--- src/rtl/bsq_pkg.sv ---
`timescale 1ns/1ps
package bsq_pkg;
  localparam int TMPL_W    = 5;
  localparam int SLOT_W    = 41;
  localparam int NUM_SLOTS = 3;
  localparam int BUNDLE_W  = TMPL_W + NUM_SLOTS * SLOT_W;
  localparam int OP_W      = 2 * SLOT_W;
  localparam int MAX_OPS   = NUM_SLOTS;
  localparam int IDX_W     = $clog2(MAX_OPS + 1);

  typedef logic [OP_W-1:0] op_word_t;

  typedef struct packed {
    logic stop_a;    // stop after slot 0
    logic stop_b;    // stop after slot 1
    logic stop_end;  // stop after the final operation
    logic fuse12;    // slots 1 and 2 form one operation
  } tmpl_info_t;

  function automatic tmpl_info_t decode_tmpl(input logic [3:0] ctl);
    tmpl_info_t r;
    r.stop_end = ctl[0];
    r.stop_a   = ctl[1];
    r.stop_b   = ctl[2] & ~ctl[3];
    r.fuse12   = ctl[3];
    return r;
  endfunction
endpackage

--- src/rtl/bsq_rst_sync.sv ---
`timescale 1ns/1ps
module bsq_rst_sync #(
  parameter int STAGES = 2
) (
  input  logic clk,
  input  logic rst_n,
  output logic rst_int_n
);
  logic [STAGES-1:0] sync_q;

  always_ff @(posedge clk or negedge rst_n) begin
    if (!rst_n) sync_q <= '0;
    else        sync_q <= {sync_q[STAGES-2:0], 1'b1};
  end

  assign rst_int_n = sync_q[STAGES-1];
endmodule

--- src/rtl/bsq_unpack.sv ---
`timescale 1ns/1ps
module bsq_unpack
  import bsq_pkg::*;
(
  input  logic [BUNDLE_W-1:0]            bundle,
  output op_word_t [MAX_OPS-1:0]         op_data,
  output logic [MAX_OPS-1:0]             op_long,
  output logic [MAX_OPS-1:0]             op_stop,
  output logic [IDX_W-1:0]               op_cnt
);
  logic [NUM_SLOTS-1:0][SLOT_W-1:0] slot;
  tmpl_info_t                       info;
  logic                             kind_unused;

  for (genvar s = 0; s < NUM_SLOTS; s++) begin : g_slot
    assign slot[s] = bundle[TMPL_W + s*SLOT_W +: SLOT_W];
  end

  assign info        = decode_tmpl(bundle[3:0]);
  assign kind_unused = bundle[TMPL_W-1];

  always_comb begin
    op_data    = '0;
    op_long    = '0;
    op_stop    = '0;
    op_data[0] = {{(OP_W-SLOT_W){1'b0}}, slot[0]};
    op_stop[0] = info.stop_a;
    if (info.fuse12) begin
      op_data[1] = {slot[2], slot[1]};
      op_long[1] = 1'b1;
      op_stop[1] = info.stop_end;
      op_cnt     = IDX_W'(2);
    end else begin
      op_data[1] = {{(OP_W-SLOT_W){1'b0}}, slot[1]};
      op_stop[1] = info.stop_b;
      op_data[2] = {{(OP_W-SLOT_W){1'b0}}, slot[2]};
      op_stop[2] = info.stop_end;
      op_cnt     = IDX_W'(3);
    end
  end
endmodule

--- src/rtl/bsq_select.sv ---
`timescale 1ns/1ps
module bsq_select
  import bsq_pkg::*;
#(
  parameter int W = 2
) (
  input  logic                      en,
  input  logic [IDX_W-1:0]          head,
  input  logic [IDX_W-1:0]          cnt,
  input  logic [MAX_OPS-1:0]        op_stop,
  output logic [W-1:0]              lane_vld,
  output logic [W-1:0][IDX_W-1:0]   lane_idx,
  output logic [IDX_W-1:0]          take,
  output logic                      grp_end
);
  logic blocked;
  int   pos;

  always_comb begin
    lane_vld = '0;
    lane_idx = '0;
    take     = '0;
    grp_end  = 1'b0;
    blocked  = ~en;
    pos      = 0;
    for (int j = 0; j < W; j++) begin
      pos = int'(head) + j;
      if (!blocked && pos < int'(cnt)) begin
        lane_vld[j] = 1'b1;
        lane_idx[j] = IDX_W'(pos);
        take        = take + 1'b1;
        if (op_stop[IDX_W'(pos)]) begin
          blocked = 1'b1;
          grp_end = 1'b1;
        end
      end else begin
        blocked = 1'b1;
      end
    end
  end
endmodule

--- src/rtl/bundle_issue_seq.sv ---
`timescale 1ns/1ps
module bundle_issue_seq
  import bsq_pkg::*;
#(
  parameter int W = 2
) (
  input  logic                 clk,
  input  logic                 rst_n,
  input  logic                 flush,
  input  logic                 stall,
  input  logic                 in_valid,
  output logic                 in_ready,
  input  logic [BUNDLE_W-1:0]  in_bundle,
  output logic [W-1:0]         iss_valid,
  output logic [W-1:0]         iss_long,
  output logic [W*OP_W-1:0]    iss_op,
  output logic                 iss_group_end
);
  logic rst_int_n;

  op_word_t [MAX_OPS-1:0] dec_op;
  logic [MAX_OPS-1:0]     dec_long, dec_stop;
  logic [IDX_W-1:0]       dec_cnt;

  op_word_t [MAX_OPS-1:0] buf_op_q;
  logic [MAX_OPS-1:0]     buf_long_q, buf_stop_q;
  logic [IDX_W-1:0]       head_q, head_nxt, cnt_q, cnt_nxt;

  logic [W-1:0]            lane_vld;
  logic [W-1:0][IDX_W-1:0] lane_idx;
  logic [IDX_W-1:0]        take, head_adv;
  logic                    grp_end, issue_en, accept, load_en;

  bsq_rst_sync #(.STAGES(2)) u_rst (
    .clk       (clk),
    .rst_n     (rst_n),
    .rst_int_n (rst_int_n)
  );

  bsq_unpack u_unpack (
    .bundle  (in_bundle),
    .op_data (dec_op),
    .op_long (dec_long),
    .op_stop (dec_stop),
    .op_cnt  (dec_cnt)
  );

  bsq_select #(.W(W)) u_select (
    .en       (issue_en),
    .head     (head_q),
    .cnt      (cnt_q),
    .op_stop  (buf_stop_q),
    .lane_vld (lane_vld),
    .lane_idx (lane_idx),
    .take     (take),
    .grp_end  (grp_end)
  );

  // next-state logic
  always_comb begin
    issue_en = ~stall & ~flush;
    head_adv = head_q + take;
    in_ready = issue_en & (head_adv == cnt_q);
    accept   = in_valid & in_ready;
    load_en  = 1'b0;
    head_nxt = head_adv;
    cnt_nxt  = cnt_q;
    if (flush) begin
      head_nxt = '0;
      cnt_nxt  = '0;
    end else if (accept) begin
      head_nxt = '0;
      cnt_nxt  = dec_cnt;
      load_en  = 1'b1;
    end
  end

  // control registers
  always_ff @(posedge clk or negedge rst_int_n) begin
    if (!rst_int_n) begin
      head_q <= '0;
      cnt_q  <= '0;
    end else begin
      head_q <= head_nxt;
      cnt_q  <= cnt_nxt;
    end
  end

  // payload registers, no reset
  always_ff @(posedge clk) begin
    if (load_en) begin
      buf_op_q   <= dec_op;
      buf_long_q <= dec_long;
      buf_stop_q <= dec_stop;
    end
  end

  for (genvar j = 0; j < W; j++) begin : g_lane
    assign iss_valid[j]              = lane_vld[j];
    assign iss_long[j]               = lane_vld[j] & buf_long_q[lane_idx[j]];
    assign iss_op[j*OP_W +: OP_W]    = lane_vld[j] ? buf_op_q[lane_idx[j]] : '0;
  end

  assign iss_group_end = grp_end;
endmodule

--- config.mk ---
export PLATFORM = sky130hd
export DESIGN_NAME = bundle_issue_seq
export DESIGN_NICKNAME = d
export VERILOG_FILES = /design/src/rtl/bsq_pkg.sv /design/src/rtl/bsq_rst_sync.sv /design/src/rtl/bsq_unpack.sv /design/src/rtl/bsq_select.sv /design/src/rtl/bundle_issue_seq.sv
export SDC_FILE = /design/constraint.sdc
export NUM_CORES = 1
export LEC_CHECK = 0
export BUFFER_PORTS_ARGS = -buffer_cell sky130_fd_sc_hd__buf_2
export CORE_MARGIN = 2
export CORE_UTILIZATION = 44
export CTS_CLUSTER_SIZE = 14
export DETAILED_ROUTE_END_ITERATION = 16
export PLACE_DENSITY_LB_ADDON = 0.3
export SETUP_SLACK_MARGIN = 0.2
export SLEW_MARGIN = 20
export SYNTH_ARGS = -nofsm -noshare
export SYNTH_HDL_FRONTEND = slang
export SYNTH_SLANG_ARGS = --single-unit
export TNS_END_PERCENT = 20
--- constraint.sdc ---
create_clock -name clk -period 7.6 [get_ports clk]
set_clock_uncertainty 0.05 [all_clocks]
set_input_delay 1.14 -clock clk [delete_from_list [all_inputs] [get_ports clk]]
set_output_delay 1.14 -clock clk [all_outputs]
set_load 0.03 [all_outputs]
==> flow_metrics.tcl, run 1 <==
set metrics [dict create \
    rsz0062_at_grt "false" \
    drc 0 \
    rows 51 \
    fin_crit_ps 5370 \
    worst_pin_slew_ps 1100 \
    clk_latency_ps 420 \
    yosys_register_bits 174 \
    wirelength_um 23900 \
    cts_tree "done" \
    slew_headroom_pct 26.5 \
    ys_warn_count 0 \
    vias_per_cell 5.16 \
    worst_ep_required_time_ps 6410 \
    grt_max_degree 171 \
    die_h_um 144 \
    synth_edf_count 168 \
    first_iter_violations 377 \
    yosys.cell_types.count 33 \
    seq_area_mm2 0.00520 \
    antenna_found_initial 3 \
    yosysSeqAreaShare_pct 59.8 \
    grt-ovfl-total 0 \
    die_w_um 144 \
    dp.cells 1243 \
    postCtsSetupBuffers 0 \
    n_fill_cell 1715 \
    clockBufferDepth 2 \
    cp_data_arrival_time_ps 4180 \
    root_buffer "clkbuf_16" \
    dieArea_mm2 0.0209 \
    cts_hold_buffers 0 \
    syn-num-nets 868 \
    critPathMaxFanout 91 \
    dp_hpwl_um 15100 \
    firstDrtPassIters 5 \
    area_growth_pct 25.9 \
    p_total_mw 2.24 \
    worstSetupPathType "flip-flop to output pin" \
    track_usage_pct 22.6 \
    synthCells 729 \
    start_util_pct 44.7 \
    port-buffer-count 301 \
    ir_drop_uv 138 \
    tns_ps 0 \
    multi_input_area_mm2 0.00323 \
    setup_viol 0 \
    clkTransAtPathRegs_ps 70 \
    p_leak_nw 4.73 \
    cts_made_buffers 17 \
    status "finished, final reports clean" \
    finalHoldViolCount 0 \
    critPathLaunchType "flip-flop" \
    hold_ws_ps 8.49 \
    top_level_ports 303 \
    synth_ff_type "edfxtp_1" \
    cap_violations 0 \
    cts_resized 0 \
    final_nets 1136 \
    drive_gt1_share_pct 38.9 \
    max_freq_mhz 186 \
    syn-cell-area_mm2 0.00868 \
    hold_path.class "flip-flop to asynchronous set/reset pin" \
    grt_pass1_wl_um 34900 \
    gp_congestion 0.818 \
    ant_nets 0 \
    power_density_mw_per_mm2 205 \
    grt_pass1_vias 6428 \
    synth-async-reset-ratio_pct 3.45 \
    synth_area_per_cell_um2 11.9 \
    cts_sinks 174 \
    vias 6590 \
    critPathCaptureType "output pin" \
    avgRoutedWirePerCell_um 18.7 \
    instances_no_fill 1276 \
    core-area_mm2 0.0194 \
    slew_violations 0 \
    post-route-period-util_pct 70.6 \
    htreeDepth 4 \
]
[critical path, cell delays in order (launching register included)]
cell	delay, ps
dfrtp_4	1100
ha_2	450
ha_1	180
a211o_1	280
or3_2	460
clkinv_4	60
ha_1	210
ha_1	190
xnor3_1	230
xnor2_1	290
nor2_1	90
buf_2	190
[kinds of logic after synthesis]
| kind of cell | share of synthesized area, % |
|---|---|
| compound gates | 6.47 |
| buf+inv | 3.34 |
| flops | 59.8 |
| mux | 10.5 |
| other cells | 0.0432 |
| xor+xnor | 0.461 |
| fa+ha+maj | 0.951 |
| simple gates | 18.3 |
[path summary, 6_finish.rpt]
kind / endpoint / cells past startpoint / slack (ps) / start
worst max-delay path: in_ready / 11 / 2230 / head_q[0]$_DFF_PN0_
worst min-delay path: head_q[1]$_DFF_PN0_ / 0 / 8 / u_rst.sync_q[1]$_DFF_PN0_
worst max register to register: buf_op_q[113]$_DFFE_PP_ / 11 / 2740 / head_q[0]$_DFF_PN0_
worst min register to register: head_q[1]$_DFF_PN0_ / 0 / 8 / u_rst.sync_q[1]$_DFF_PN0_
max in group asynchronous: u_rst.sync_q[1]$_DFF_PN0_ / 1 / 6970 / rst_n
min in group clk: u_rst.sync_q[1]$_DFF_PN0_ / 0 / 300 / u_rst.sync_q[0]$_DFF_PN0_
[state kept, by name, summed over array words and instances, names as in the netlist]
name          flops
head_q            2
cnt_q             2
buf_long_q        1
u_rst.sync_q      2
buf_stop_q        3
buf_op_q        164
[power breakdown]
group	internal [mW]	switching [mW]	leakage, nW	total [mW]
Combinational	0.105	0.159	2.83	0.264
Sequential	1.10	0.0301	1.62	1.13
Clock	0.457	0.385	0.276	0.841
[metrics by stage]
stage	instance area, µm²	util, %	setup slack [ps]
final	10900	56.4	2230
after global routing	10900	56.4	1950
after CTS	10900	56.3	2180
after detailed placement	10400	53.4	2670
after global placement	10400	53.4	2680
after floorplan	8690	-	1350
[area by class of cell]
type / instances / area share (%)
Antenna cell: 1 / 0.0229
Clock buffer: 17 / 3.89
Clock inverter: 15 / 1.25
Inverter: 3 / 0.149
Multi-Input combinational cell: 491 / 29.6
Sequential cell: 174 / 47.6
Tap cell: 265 / 3.03
Timing Repair Buffer: 310 / 14.5
[Yosys cell counts (2+ instances only)]
master	number	area [µm²]
nor2_1	129	484
a22oi_1	42	315
and2_1	83	519
a21oi_1	41	205
inv_1	2	7.51
buf_6	5	56.3
buf_1	5	18.8
edfxtp_1	168	5040
clkbuf_1	45	169
xnor2_1	2	17.5
nand2_1	2	7.51
and3_1	42	263
nand2b_1	2	12.5
mux2i_1	43	430
mux2_2	43	484
ha_1	5	62.6
nor2b_1	44	275
dfrtp_1	6	150
buf_2	6	30.0
[cells in the final DEF, fill, tap and decap left out, drive strengths merged]
cell and instances:
buf 310, edfxtp 168, nor2 129, and2 83, nor2b 44, mux2i 43, mux2 43, a22oi 42
and3 42, a21oi 41, clkbuf 17, inv 8, clkinv 8, dfrtp 6, ha 5, nand2b 2
nand2 2, xnor2 2, diode 1, a2111o 1, o2bb2ai 1, a211o 1, or3 1, xnor3 1
nand3 1, nor3b 1, o21a 1, nor3 1, nand3b 1, o21ai 1, fa 1, clkinvlp 1
bufinv 1, conb 1
[routing by layer]
metal | wire, µm | track usage, %
met4 | 560 | 8.18
met2 | 12000 | 39.6
met1 | 9540 | 26.5
met5 | 29 | 0
met3 | 1780 | 6.32
Power figures use the tool's default switching activity.
==> inputs of run 2 (changes only) <==
clock period = 4.73 ns   (was 7.6 ns; I/O delays follow)
==> flow_metrics.tcl, run 2 (synthesis results as in run 1) <==
set metrics [dict create \
    cap_violations 0 \
    ir_drop_uv 231 \
    slew_headroom_pct 52.9 \
    worst_ep_required_time_ps 3970 \
    ff2ff_path_depth 11 \
    p_leak_nw 4.78 \
    worstSetupPathType "flip-flop to output pin" \
    crit_slowest_cell "dfrtp_4" \
    gp_congestion 0.811 \
    root_buffer "clkbuf_16" \
    drive_gt1_share_pct 39.9 \
    antenna_found_initial 0 \
    area_growth_pct 27.6 \
    grt-ovfl-total 0 \
    p_total_mw 3.62 \
    crit_chain "ha_2 -> ha_1 -> a211o_1 -> or3_2 -> clkinv_4 -> ha_4 -> ha_4 -> xnor3_1 -> xnor2_1 -> nor2_1 -> buf_2" \
    hold_path.class "flip-flop to asynchronous set/reset pin" \
    r2r_slack_ps 790 \
    ant_nets 0 \
    setup_viol 0 \
    worst_pin_slew_ps 706 \
    slew_violations 0 \
    clk_latency_ps 410 \
    critPathLaunchType "flip-flop" \
    port-buffer-count 301 \
    rsz0062_at_grt "false" \
    dp.cells 1248 \
    top_level_ports 303 \
    post-route-period-util_pct 92.2 \
    track_usage_pct 21.3 \
    clkTransAtPathRegs_ps 60 \
    instances_no_fill 1286 \
    dp_hpwl_um 14700 \
    vias_per_cell 5.08 \
    finalHoldViolCount 0 \
    final_common_cell "buf_2" \
    drc 0 \
    vias 6535 \
    final_nets 1146 \
    core-area_mm2 0.0194 \
    grt_pass1_vias 6316 \
    cts_made_buffers 17 \
    start_util_pct 44.7 \
    place_ws_ps 540 \
    top_regs "buf_op_q (164), buf_stop_q (3)" \
    grt_pass1_wl_um 33100 \
    cp_common_cell "ha_4" \
    largest_reg_flops 164 \
    critPathMaxStageDelay_ps 560 \
    die_w_um 144 \
    cts_sinks 174 \
    clockBufferDepth 2 \
    status "finished, final reports clean" \
    cp_data_arrival_time_ps 3600 \
    critPathCaptureType "output pin" \
    regMostFlops "buf_op_q" \
    r2r_start "head_q[1]$_DFF_PN0_" \
    final_util_pct 57.1 \
    rows 51 \
    avgRoutedWirePerCell_um 17.6 \
    cts_tree "done" \
    tns_ps 0 \
    htreeDepth 4 \
    first_iter_violations 283 \
    grt_max_degree 115 \
    die_h_um 144 \
    power_density_mw_per_mm2 327 \
    cts_hold_buffers 0 \
    dieArea_mm2 0.0209 \
    wirelength_um 22600 \
    r2r_end "buf_op_q[151]$_SDFFCE_PN0P_" \
    final_cell_mix "301 x buf_2, 168 x edfxtp_1, 127 x nor2_1" \
    max_freq_mhz 229 \
    firstDrtPassIters 5 \
    fin_crit_ps 4360 \
    critPathMaxFanout 11 \
    fin_ws_ps 369 \
]
-- run 2: changes by cell type in the layout (fill, tap and decap cells not counted), moves of 2 or more --
| cell | delta |
|---|---|
| inv_6 | -2 |
| clkbuf_1 | +2 |
| clkinvlp_4 | +2 |
| buf_4 | +8 |
| ha_1 | -2 |
| ha_4 | +2 |
-- run 2: stage by stage --
step | cell area [µm²] | hold WS (ps)
final | 11100 | 8.92
after global routing | 11100 | 8.85
after CTS | 11000 | 4.20
after detailed placement | 10500 | 6.90
after global placement | 10500 | 6.76
after floorplan | 8750 | -9.79
-- run 2: layout make-up --
| cell class | instances | area (µm²) |
|---|---|---|
| fillers | 1708 | 8320 |
| well taps | 265 | 332 |
| inverters | 3 | 16.3 |
| flip-flops and latches | 174 | 5200 |
| multi-input cells | 491 | 3280 |
| clock inverters | 13 | 139 |
| diodes | 1 | 2.50 |
| clock buffers | 19 | 433 |
| repair buffers | 320 | 1680 |
-- run 2: how the worst max path moves through the flow --
stage / from / to / slack [ps] / cells past startpoint
2_1_floorplan: head_q[0]$_DFF_PN0_ / buf_long_q[1]$_DFFE_PP_ / -920 / 12
5_1_grt: head_q[0]$_DFF_PN0_ / in_ready / 240 / 11
6_report: head_q[1]$_DFF_PN0_ / in_ready / 370 / 11
3_5_place_dp: head_q[1]$_DFF_PN0_ / in_ready / 540 / 11
3_3_place_gp: head_q[1]$_DFF_PN0_ / in_ready / 590 / 11
4_1_cts: head_q[1]$_DFF_PN0_ / in_ready / 220 / 11
-- run 2: worst max-delay path: cells and delay by family (launching register included) --
| family | cells | cell delay, ps |
|---|---|---|
| fa+ha+maj | 4 | 870 |
| simple gates | 2 | 650 |
| flops | 1 | 560 |
| xor+xnor | 2 | 550 |
| compound gates | 1 | 280 |
| buf+inv | 2 | 260 |
-- run 2: what timing repair did --
| action | in CTS | in global routing |
|---|---|---|
| setup endpoints to repair | 1 | 1 |
| resized for setup | 1 | 0 |
| buffers inserted | 0 | 5 |
-- run 2: where the power goes --
group	leakage [nW]	switching (mW)	internal, mW	total (mW)
combinational	2.89	0.271	0.175	0.447
clock	0.269	0.594	0.781	1.37
sequential	1.62	0.0317	1.77	1.80
-- run 2: per-layer routing --
| layer | wire length [µm] | part of all wire [%] | global-route usage, % | up-vias |
|---|---|---|---|---|
| li1 | - | - | - | 3153 |
| met1 | 9440 | 42 | 26.5 | 3102 |
| met2 | 11100 | 49 | 36.6 | 260 |
| met3 | 1760 | 7.8 | 5.26 | 20 |
| met4 | 282 | 1.2 | 6.49 | 0 |
| met5 | 0 | 0 | 0 | - |
